--- src/rtl/fdf_pkg.sv ---
package fdf_pkg;
   localparam int MAX_CH     = 7;
   localparam int CH_IDX_W   = 3;
   localparam int CH_SLOTS   = 1 << CH_IDX_W;
   localparam int DESC_WORDS = 4;
   localparam int DESC_BYTES = DESC_WORDS * 4;

   localparam int CMD_EOF_BIT = 21;
   localparam int CMD_SOF_BIT = 22;
   localparam int BR_REQ_BIT  = 0;
   localparam int BR_INT_BIT  = 1;

   localparam logic [31:0] BR_WMASK  = 32'hFFFF_FFF3;
   localparam logic [31:0] LNK_WMASK = 32'hFFFF_FFF0;

   typedef enum logic [2:0] {
      OFS_LNK = 3'd0,
      OFS_BRA = 3'd1,
      OFS_SRC = 3'd2,
      OFS_ID  = 3'd3,
      OFS_CMD = 3'd4
   } reg_ofs_e;

   typedef enum logic [2:0] {
      ST_IDLE, ST_PICK, ST_LOAD, ST_FETCH, ST_CHECK, ST_EOF
   } seq_st_e;

   typedef struct packed {
      logic [31:0] lnk;
      logic [31:0] src;
      logic [31:0] id;
      logic [31:0] cmd;
   } desc_t;

   function automatic logic desc_in_win(input logic [31:0] a,
                                        input logic [31:0] base,
                                        input logic [31:0] size);
      return ({1'b0, a} >= {1'b0, base}) &&
             ({1'b0, a} + 33'(DESC_BYTES) <= {1'b0, base} + {1'b0, size});
   endfunction

   function automatic logic src_in_win(input logic [31:0] a,
                                       input logic [31:0] base,
                                       input logic [31:0] size);
      return (a != 32'd0) && ({1'b0, a} >= {1'b0, base}) &&
             ({1'b0, a} < {1'b0, base} + {1'b0, size});
   endfunction
endpackage

--- src/rtl/fdf_desc_fetch.sv ---
module fdf_desc_fetch
   import fdf_pkg::*;
#(
   parameter int AW = 32
) (
   input  logic          clk,
   input  logic          rst_n,
   input  logic          go,
   input  logic [AW-1:0] go_addr,
   output logic          mem_req,
   output logic [AW-1:0] mem_addr,
   input  logic          mem_valid,
   input  logic [31:0]   mem_data,
   output logic          done,
   output desc_t         desc
);
   localparam int IDX_W = $clog2(DESC_WORDS);
   localparam logic [IDX_W-1:0] LAST = IDX_W'(DESC_WORDS - 1);

   generate
      if (DESC_WORDS != 4) begin : g_bad_words
         $error("fdf_desc_fetch assumes a four-word descriptor");
      end
   endgenerate

   logic                          active;
   logic [IDX_W-1:0]              idx;
   logic [AW-1:0]                 base;
   logic [DESC_WORDS-2:0][31:0]   hold;

   assign mem_req  = active;
   assign mem_addr = base + AW'({idx, 2'b00});
   assign done     = active && mem_valid && (idx == LAST);

   // Words are exposed together only on the final beat.
   assign desc.lnk = hold[0];
   assign desc.src = hold[1];
   assign desc.id  = hold[2];
   assign desc.cmd = mem_data;

   always_ff @(posedge clk) begin
      if (!rst_n) begin
         active <= 1'b0;
         idx    <= '0;
         base   <= '0;
         hold   <= '0;
      end else if (!active) begin
         if (go) begin
            active <= 1'b1;
            idx    <= '0;
            base   <= go_addr;
         end
      end else if (mem_valid) begin
         if (idx == LAST) begin
            active <= 1'b0;
         end else begin
            hold[idx] <= mem_data;
            idx       <= idx + 1'b1;
         end
      end
   end

   // request held with a fixed address until accepted
   a_r10_addr_stable: assert property (@(posedge clk) disable iff (!rst_n)
      (mem_req && !mem_valid) |=> (mem_req && $stable(mem_addr)));

   // words requested at consecutive word addresses
   a_r10_word_step: assert property (@(posedge clk) disable iff (!rst_n)
      (mem_req && mem_valid && !done) |=> (mem_addr == $past(mem_addr) + AW'(4)));
endmodule

--- src/rtl/fdf_chan_regs.sv ---
module fdf_chan_regs
   import fdf_pkg::*;
(
   input  logic        clk,
   input  logic        rst_n,
   input  logic        wr_lnk,
   input  logic        wr_bra,
   input  logic [31:0] wdata,
   input  logic        clr_src,
   input  logic        clr_bra,
   input  logic        commit,
   input  desc_t       d_in,
   output logic [31:0] lnk,
   output logic [31:0] bra,
   output logic [31:0] src,
   output logic [31:0] id,
   output logic [31:0] cmd
);
   always_ff @(posedge clk) begin
      if (!rst_n) begin
         lnk <= '0;
         bra <= '0;
         src <= '0;
         id  <= '0;
         cmd <= '0;
      end else begin
         if (commit) begin
            lnk <= d_in.lnk;
            src <= d_in.src;
            id  <= d_in.id;
            cmd <= d_in.cmd;
         end else if (clr_src) begin
            src <= '0;
         end
         // Software write to the link register wins over a descriptor load.
         if (wr_lnk) lnk <= wdata & LNK_WMASK;
         if (wr_bra) bra <= wdata & BR_WMASK;
         else if (clr_bra) bra[BR_REQ_BIT] <= 1'b0;
      end
   end

   // stored link pointer is 16-byte aligned after a write
   a_r2_lnk_align: assert property (@(posedge clk) disable iff (!rst_n)
      wr_lnk |=> (lnk[3:0] == 4'd0));

   // reserved branch bits are zero after a write
   a_r2_bra_mask: assert property (@(posedge clk) disable iff (!rst_n)
      wr_bra |=> (bra[3:2] == 2'd0));

   // branch request is one-shot
   a_r3_bra_clear: assert property (@(posedge clk) disable iff (!rst_n)
      (clr_bra && !wr_bra) |=> !bra[BR_REQ_BIT]);
endmodule

--- src/rtl/fdf_seq.sv ---
module fdf_seq
   import fdf_pkg::*;
#(
   parameter int          NUM_CH   = 4,
   parameter logic [31:0] MEM_BASE = 32'hA000_0000,
   parameter logic [31:0] MEM_SIZE = 32'h0400_0000
) (
   input  logic                          clk,
   input  logic                          rst_n,
   input  logic                          frame_start,
   input  logic [CH_SLOTS-1:0]           ch_en,
   input  logic [CH_SLOTS-1:0][31:0]     lnk_all,
   input  logic [CH_SLOTS-1:0][31:0]     bra_all,
   input  logic [CH_SLOTS-1:0][31:0]     src_all,
   input  logic [CH_SLOTS-1:0][31:0]     cmd_all,
   input  logic                          fetch_done,
   output logic                          fetch_go,
   output logic [31:0]                   fetch_addr,
   output logic [CH_SLOTS-1:0]           clr_src,
   output logic [CH_SLOTS-1:0]           clr_bra,
   output logic [CH_SLOTS-1:0]           commit,
   output logic                          busy,
   output logic                          evt_sof,
   output logic                          evt_eof,
   output logic                          evt_bs,
   output logic                          evt_ber,
   output logic [CH_IDX_W-1:0]           evt_ch
);
   seq_st_e               st;
   logic [CH_IDX_W-1:0]   cur;
   logic [CH_IDX_W-1:0]   pick;
   logic                  found;
   logic                  br_req;
   logic                  br_int;
   logic                  d_ok;
   logic                  s_ok;
   logic [31:0]           cmd_cur;

   // Lowest enabled channel at or above the cursor.
   always_comb begin
      found = 1'b0;
      pick  = cur;
      for (int i = NUM_CH - 1; i >= 0; i--) begin
         if (ch_en[i] && (CH_IDX_W'(i) >= cur)) begin
            found = 1'b1;
            pick  = CH_IDX_W'(i);
         end
      end
   end

   always_comb begin
      br_req     = bra_all[cur][BR_REQ_BIT];
      br_int     = bra_all[cur][BR_INT_BIT];
      fetch_addr = br_req ? {bra_all[cur][31:4], 4'b0000} : lnk_all[cur];
      d_ok       = desc_in_win(fetch_addr, MEM_BASE, MEM_SIZE);
      s_ok       = src_in_win(src_all[cur], MEM_BASE, MEM_SIZE);
      cmd_cur    = cmd_all[cur];
      fetch_go   = 1'b0;
      clr_src    = '0;
      clr_bra    = '0;
      commit     = '0;
      if (st == ST_LOAD) begin
         clr_src[cur] = 1'b1;
         clr_bra[cur] = br_req;
         fetch_go     = d_ok;
      end
      if (st == ST_FETCH && fetch_done) commit[cur] = 1'b1;
   end

   assign busy = (st != ST_IDLE);

   always_ff @(posedge clk) begin
      if (!rst_n) begin
         st      <= ST_IDLE;
         cur     <= '0;
         evt_sof <= 1'b0;
         evt_eof <= 1'b0;
         evt_bs  <= 1'b0;
         evt_ber <= 1'b0;
         evt_ch  <= '0;
      end else begin
         evt_sof <= 1'b0;
         evt_eof <= 1'b0;
         evt_bs  <= 1'b0;
         evt_ber <= 1'b0;
         unique case (st)
            ST_IDLE: if (frame_start) begin
               cur <= '0;
               st  <= ST_PICK;
            end
            ST_PICK: if (found) begin
               cur <= pick;
               st  <= ST_LOAD;
            end else begin
               st  <= ST_IDLE;
            end
            ST_LOAD: begin
               evt_bs <= br_req && br_int;
               evt_ch <= cur;
               st     <= d_ok ? ST_FETCH : ST_CHECK;
            end
            ST_FETCH: if (fetch_done) st <= ST_CHECK;
            ST_CHECK: begin
               evt_ch <= cur;
               if (!s_ok) begin
                  evt_ber <= 1'b1;
                  cur     <= cur + 1'b1;
                  st      <= ST_PICK;
               end else begin
                  evt_sof <= cmd_cur[CMD_SOF_BIT];
                  st      <= ST_EOF;
               end
            end
            ST_EOF: begin
               evt_eof <= cmd_cur[CMD_EOF_BIT];
               evt_ch  <= cur;
               cur     <= cur + 1'b1;
               st      <= ST_PICK;
            end
            default: st <= ST_IDLE;
         endcase
      end
   end

   // events never coincide
   a_r11_one_event: assert property (@(posedge clk) disable iff (!rst_n)
      $onehot0({evt_sof, evt_eof, evt_bs, evt_ber}));

   // a bus error is not followed by a frame-start event
   a_r6_ber_quiet: assert property (@(posedge clk) disable iff (!rst_n)
      evt_ber |=> !evt_sof);

   // only enabled channels are loaded
   a_r8_load_enabled: assert property (@(posedge clk) disable iff (!rst_n)
      (st == ST_LOAD) |-> ch_en[cur]);

   // a frame start during a pass does not restart the cursor
   a_r9_no_restart: assert property (@(posedge clk) disable iff (!rst_n)
      (busy && st != ST_EOF && st != ST_CHECK && st != ST_PICK) |=> (cur == $past(cur)));
endmodule

--- src/rtl/frame_desc_fetcher.sv ---
module frame_desc_fetcher
   import fdf_pkg::*;
#(
   parameter int          NUM_CH   = 4,
   parameter logic [31:0] MEM_BASE = 32'hA000_0000,
   parameter logic [31:0] MEM_SIZE = 32'h0400_0000
) (
   input  logic                 clk,
   input  logic                 rst_n,
   input  logic                 frame_start,
   input  logic [NUM_CH-1:0]    ch_en,
   input  logic                 reg_we,
   input  logic [7:0]           reg_addr,
   input  logic [31:0]          reg_wdata,
   output logic [31:0]          reg_rdata,
   output logic                 mem_req,
   output logic [31:0]          mem_addr,
   input  logic                 mem_valid,
   input  logic [31:0]          mem_data,
   output logic                 busy,
   output logic                 evt_sof,
   output logic                 evt_eof,
   output logic                 evt_bs,
   output logic                 evt_ber,
   output logic [2:0]           evt_ch
);
   generate
      if (NUM_CH < 1 || NUM_CH > MAX_CH) begin : g_bad_ch
         $error("NUM_CH must lie in 1..7");
      end
      if (MEM_BASE[3:0] != 4'd0) begin : g_bad_base
         $error("MEM_BASE must be 16-byte aligned");
      end
   endgenerate

   logic [CH_SLOTS-1:0]        en_pad;
   logic [CH_SLOTS-1:0][31:0]  lnk_all, bra_all, src_all, id_all, cmd_all;
   logic [CH_SLOTS-1:0]        clr_src, clr_bra, commit;
   logic                       fetch_go, fetch_done;
   logic [31:0]                fetch_addr;
   desc_t                      desc;
   logic [CH_IDX_W-1:0]        sel_ch;
   reg_ofs_e                   sel_ofs;

   assign en_pad  = {{(CH_SLOTS - NUM_CH){1'b0}}, ch_en};
   assign sel_ch  = reg_addr[7:5];
   assign sel_ofs = reg_ofs_e'(reg_addr[4:2]);

   for (genvar g = 0; g < CH_SLOTS; g++) begin : g_ch
      if (g < NUM_CH) begin : g_live
         logic wr_lnk_g, wr_bra_g;
         assign wr_lnk_g = reg_we && (sel_ch == CH_IDX_W'(g)) && (sel_ofs == OFS_LNK);
         assign wr_bra_g = reg_we && (sel_ch == CH_IDX_W'(g)) && (sel_ofs == OFS_BRA);
         fdf_chan_regs u_regs (
            .clk     (clk),
            .rst_n   (rst_n),
            .wr_lnk  (wr_lnk_g),
            .wr_bra  (wr_bra_g),
            .wdata   (reg_wdata),
            .clr_src (clr_src[g]),
            .clr_bra (clr_bra[g]),
            .commit  (commit[g]),
            .d_in    (desc),
            .lnk     (lnk_all[g]),
            .bra     (bra_all[g]),
            .src     (src_all[g]),
            .id      (id_all[g]),
            .cmd     (cmd_all[g])
         );
      end else begin : g_absent
         assign lnk_all[g] = '0;
         assign bra_all[g] = '0;
         assign src_all[g] = '0;
         assign id_all[g]  = '0;
         assign cmd_all[g] = '0;
      end
   end

   always_comb begin
      unique case (sel_ofs)
         OFS_LNK: reg_rdata = lnk_all[sel_ch];
         OFS_BRA: reg_rdata = bra_all[sel_ch];
         OFS_SRC: reg_rdata = src_all[sel_ch];
         OFS_ID:  reg_rdata = id_all[sel_ch];
         OFS_CMD: reg_rdata = cmd_all[sel_ch];
         default: reg_rdata = '0;
      endcase
   end

   fdf_seq #(
      .NUM_CH   (NUM_CH),
      .MEM_BASE (MEM_BASE),
      .MEM_SIZE (MEM_SIZE)
   ) u_seq (
      .clk         (clk),
      .rst_n       (rst_n),
      .frame_start (frame_start),
      .ch_en       (en_pad),
      .lnk_all     (lnk_all),
      .bra_all     (bra_all),
      .src_all     (src_all),
      .cmd_all     (cmd_all),
      .fetch_done  (fetch_done),
      .fetch_go    (fetch_go),
      .fetch_addr  (fetch_addr),
      .clr_src     (clr_src),
      .clr_bra     (clr_bra),
      .commit      (commit),
      .busy        (busy),
      .evt_sof     (evt_sof),
      .evt_eof     (evt_eof),
      .evt_bs      (evt_bs),
      .evt_ber     (evt_ber),
      .evt_ch      (evt_ch)
   );

   fdf_desc_fetch #(.AW(32)) u_fetch (
      .clk       (clk),
      .rst_n     (rst_n),
      .go        (fetch_go),
      .go_addr   (fetch_addr),
      .mem_req   (mem_req),
      .mem_addr  (mem_addr),
      .mem_valid (mem_valid),
      .mem_data  (mem_data),
      .done      (fetch_done),
      .desc      (desc)
   );

   // no memory traffic outside a frame pass
   a_r9_idle_no_req: assert property (@(posedge clk) disable iff (!rst_n)
      !busy |-> !mem_req);

   // every descriptor word read lies inside the window
   a_r5_req_in_window: assert property (@(posedge clk) disable iff (!rst_n)
      mem_req |-> (({1'b0, mem_addr} >= {1'b0, MEM_BASE}) &&
                   ({1'b0, mem_addr} < {1'b0, MEM_BASE} + {1'b0, MEM_SIZE})));

   // event channel always names an existing channel
   a_r11_evt_ch_valid: assert property (@(posedge clk) disable iff (!rst_n)
      (evt_sof || evt_eof || evt_bs || evt_ber) |-> (32'(evt_ch) < NUM_CH));
endmodule

--- config.mk ---
export PLATFORM = sky130hd
export DESIGN_NAME = frame_desc_fetcher
export DESIGN_NICKNAME = d
export VERILOG_FILES = /design/src/rtl/fdf_pkg.sv /design/src/rtl/fdf_desc_fetch.sv /design/src/rtl/fdf_chan_regs.sv /design/src/rtl/fdf_seq.sv /design/src/rtl/frame_desc_fetcher.sv
export SDC_FILE = /design/constraint.sdc
export NUM_CORES = 2
export LEC_CHECK = 0
export ABC_AREA = 1
export ABC_CLOCK_PERIOD_IN_PS = 3600
export CAP_MARGIN = 40
export CELL_PAD_IN_SITES_DETAIL_PLACEMENT = 0
export CELL_PAD_IN_SITES_GLOBAL_PLACEMENT = 1
export CORE_ASPECT_RATIO = 0.6
export CORE_MARGIN = 4
export CORE_UTILIZATION = 40
export DETAILED_ROUTE_END_ITERATION = 10
export PLACE_DENSITY = 0.79
export SYNTH_ARGS = -nofsm -noshare
export SYNTH_HDL_FRONTEND = slang
export SYNTH_SLANG_ARGS = --single-unit
export TNS_END_PERCENT = 5
--- constraint.sdc ---
create_clock -name clk -period 3.6 [get_ports clk]
set_input_delay 0.54 -clock clk [delete_from_list [all_inputs] [get_ports clk]]
set_output_delay 0.54 -clock clk [all_outputs]
set_load 0.01 [all_outputs]
==> flow_metrics.py <==
metrics = {
    "place": {
        "io_buffers": 149,
        "post-place-ws_ps": -432.2,
        "gp_congestion": 0.9243,
        "dpl.hpwl_um": 102700,
    },
    "global_route": {
        "grt_pass1_wl_um": 232100,
        "grt_pass1_vias": 35950,
        "grt_max_degree": 131,
        "grt_overflow": 0,
        "antenna_found_initial": 5,
        "grt_usage_pct": 30.49,
    },
    "worst_setup_path": {
        "crit_required_ps": 3060,
        "end_kind": "output pin",
        "cp-start-kind": "flip-flop",
        "arrival_ps": 3740,
        "critical_path.top_delay_family": "simple AND/OR/NAND/NOR gates",
        "worstPathMaxFanout": 2,
        "slowest_delay_ps": 350,
        "path_cells": "ha_4 > inv_2 > fa_2 > nor2_1 > nand2_1 > nor3_2 > nand3_1 > nor2_1 > nand2_1 > nor3_2 > nand3_1 > nor3_2 > nand4_1 > nor3_2 > buf_4 > nand3_4 > nor3_4 > xor2_1 > buf_2",
        "crit_top_cell": "nor3_2",
        "cpMaxStageDelayCell": "dfxtp_2",
        "path_buf_inv": 3,
        "path_class": "reg -> out",
    },
    "synthesis": {
        "synth_area_um2": 37300,
        "ys_ff_latch": 776,
        "ys_types": 44,
        "seq_area_frac_synth_pct": 41.65,
        "yosysWarnings": 0,
        "postSynthAreaPerCell_um2": 6.899,
        "synthArstFlopShare_pct": 0,
        "synth_cells": 5407,
        "synth_fp_nets": 5498,
        "synth-edff-count": 0,
        "synth_ff_type": "dfxtp_1",
    },
    "clocking": {
        "clk_pin_slew_ps": 60,
        "htree_levels": 3,
        "cts_root_buf": "clkbuf_16",
        "hold_buffers": 0,
        "numCtsBuffers": 76,
        "worstSkewPairLatency_ps": 670,
        "clock_path_buffers": 3,
        "cts_tree": "done",
        "clock-sinks": 776,
    },
    "layout": {
        "finalNetCount": 5609,
        "drive_gt1_share_pct": 10.20,
        "areaGrowthSynthToFinish_pct": 19.49,
        "diodes": 0,
        "layout_common_cells": "nand2_1, dfxtp_1, nand3_1, o21ai_0, a21oi_1",
        "final_common_cell": "nand2_1",
    },
    "timing": {
        "period_share_pct": 119.0,
        "rsz0062_at_grt": "true",
        "setup_viol": 14,
        "max_freq_mhz": 233.5,
        "skew_ps": 24.03,
        "whs_ps": 286.0,
        "finalCriticalPeriod_ps": 4283,
        "worst_pin_slew_ps": 958.8,
        "relSlewSlack_pct": 35.88,
        "final_hold_viol_count": 0,
        "maxSlewViolCount": 0,
        "setup_slack_ps": -682.5,
    },
    "power": {
        "finalPower_mw": 20.45,
        "power.leakage_nw": 17.64,
        "power-per-cell-area_nw_per_um2": 458.8,
        "ir_drop_mv": 0.3406,
    },
    "floorplanning": {
        "start_util_pct": 40.50,
        "die_y_um": 244.5,
        "die_area_um2": 98360,
        "rows": 86,
        "chipWidth_um": 402.2,
        "pin_count": 154,
        "core_um2": 92110,
    },
    "drt": {
        "drt_iter0_drc": 5320,
        "via_per_inst": 5.789,
        "dr.pass1.iters": 6,
        "antenna_left": 0,
        "wl_per_cell_um": 22.88,
        "wirelength_um": 155600,
        "remaining_drc_errors": 0,
        "via_count": 39370,
    },
    "job": {
        "drv_cap": 0,
    },
    "worst_hold_path": {
        "hold_class": "in -> reg",
    },
    "status": {
        "status": "finished with violations",
        "violations": "setup timing",
    },
}
## cell type report
cell class,instances,area (µm²)
Fill cell,9261,47540
Multi-Input combinational cell,3670,18340
Timing Repair Buffer,465,4597
Sequential cell,776,15540
Tap cell,1232,1541
Clock inverter,24,357.8
Clock buffer,105,2193
Inverter,529,2001
## state kept, by name, indices dropped and copies added, names as in the netlist
| name | flops |
|---|---|
| g_ch.g_live.u_regs.cmd | 128 |
| g_ch.g_live.u_regs.id | 128 |
| g_ch.g_live.u_regs.lnk | 128 |
| g_ch.g_live.u_regs.src | 128 |
| g_ch.g_live.u_regs.bra | 120 |
| u_fetch.desc | 96 |
| u_fetch.base | 32 |
| u_seq.cur | 3 |
| u_seq.evt_ch | 3 |
| u_seq.st | 3 |
| u_fetch.idx | 2 |
| u_fetch.mem_req | 1 |
| u_seq.evt_ber | 1 |
| u_seq.evt_bs | 1 |
| u_seq.evt_eof | 1 |
| u_seq.evt_sof | 1 |
## path summary, 6_finish.rpt
kind	startpoint	to	slack [ps]	depth (start not counted)
worst max-delay path	u_fetch.base[2]	mem_addr[30]	-680	19
worst min-delay path	rst_n	g_ch[3].g_live.u_regs.id[13]	290	3
worst max register to register	u_seq.cur[0]	u_fetch.base[3]	70	21
worst min register to register	u_fetch.base[10]	u_fetch.base[10]	470	2
## stage by stage
step           utilization, %  instance area [µm²]  TNS, ps  cells
6_report                48.39                44570    -4353   6801
2_1_floorplan               -                37320        0   5407
5_1_grt                 48.39                44570   -13530   6801
3_5_place_dp            45.29                41720    -1745   6652
3_3_place_gp            45.26                41690    -1756   6651
4_1_cts                 48.22                44410    -5544   6796
## tightest hold or removal path: stages
cell and delay [ps]:
buf_8 190, o21ai_0 130, a21oi_1 40
## cells by family (layout without fill, tap and decap cells)
family	Yosys count	in the layout	share of synthesized area [%]
flip-flops	776	776	41.65
AND/OR/NAND/NOR	2077	2077	23.88
buffers and inverters	961	1123	9.939
adder cells (fa/ha/maj)	10	10	0.3556
XOR/XNOR	28	28	0.6574
AO/OA/AOI/OAI	1555	1555	23.52
## synthesized netlist by cell type, drive strengths merged (2+ instances only)
master | instances | area (µm²)
o21ai | 622 | 3113
clkbuf | 327 | 1227
a211oi | 18 | 135.1
xor2 | 23 | 201.4
a31oi | 27 | 168.9
and3 | 24 | 150.1
o22ai | 133 | 832.1
clkinv | 5 | 18.77
a22o | 30 | 262.8
o221ai | 88 | 770.7
nor2 | 372 | 1491
nor3 | 40 | 205.2
a22oi | 71 | 533.0
dfxtp | 776 | 15530
a21oi | 525 | 2628
nand2 | 995 | 3767
a221oi | 13 | 113.9
inv | 524 | 1969
nor4 | 2 | 12.51
a41oi | 2 | 17.52
xnor2 | 5 | 43.79
ha | 9 | 112.6
buf | 105 | 491.7
o211ai | 20 | 150.1
o21a | 4 | 30.03
nand4 | 18 | 127.6
nand3 | 625 | 3146
## routing by layer
| metal | GRT usage, % | wire, µm | part of all wire, % | vias to the layer above |
|---|---|---|---|---|
| li1 | - | - | - | 18460 |
| met2 | 43.74 | 63810 | 41 | 2049 |
| met5 | 0 | 159 | 0.10 | - |
| met1 | 45.10 | 70240 | 45 | 18620 |
| met4 | 8.631 | 4051 | 2.6 | 8 |
| met3 | 7.311 | 17360 | 11 | 238 |
## what timing repair did
| action | in CTS | in global routing |
|---|---|---|
| pin swaps | 9 | 11 |
| setup endpoints to repair | 20 | 76 |
| resized for setup | 75 | 45 |
| buffers inserted | 15 | 4 |
## where the power goes
part / switching (mW) / internal [mW]
Combinational: 2.41 / 0.921
Sequential: 0.0388 / 8.63
Clock: 3.73 / 4.72
Total: 6.18 / 14.3
No activity file was read; power rests on OpenSTA's default activity.
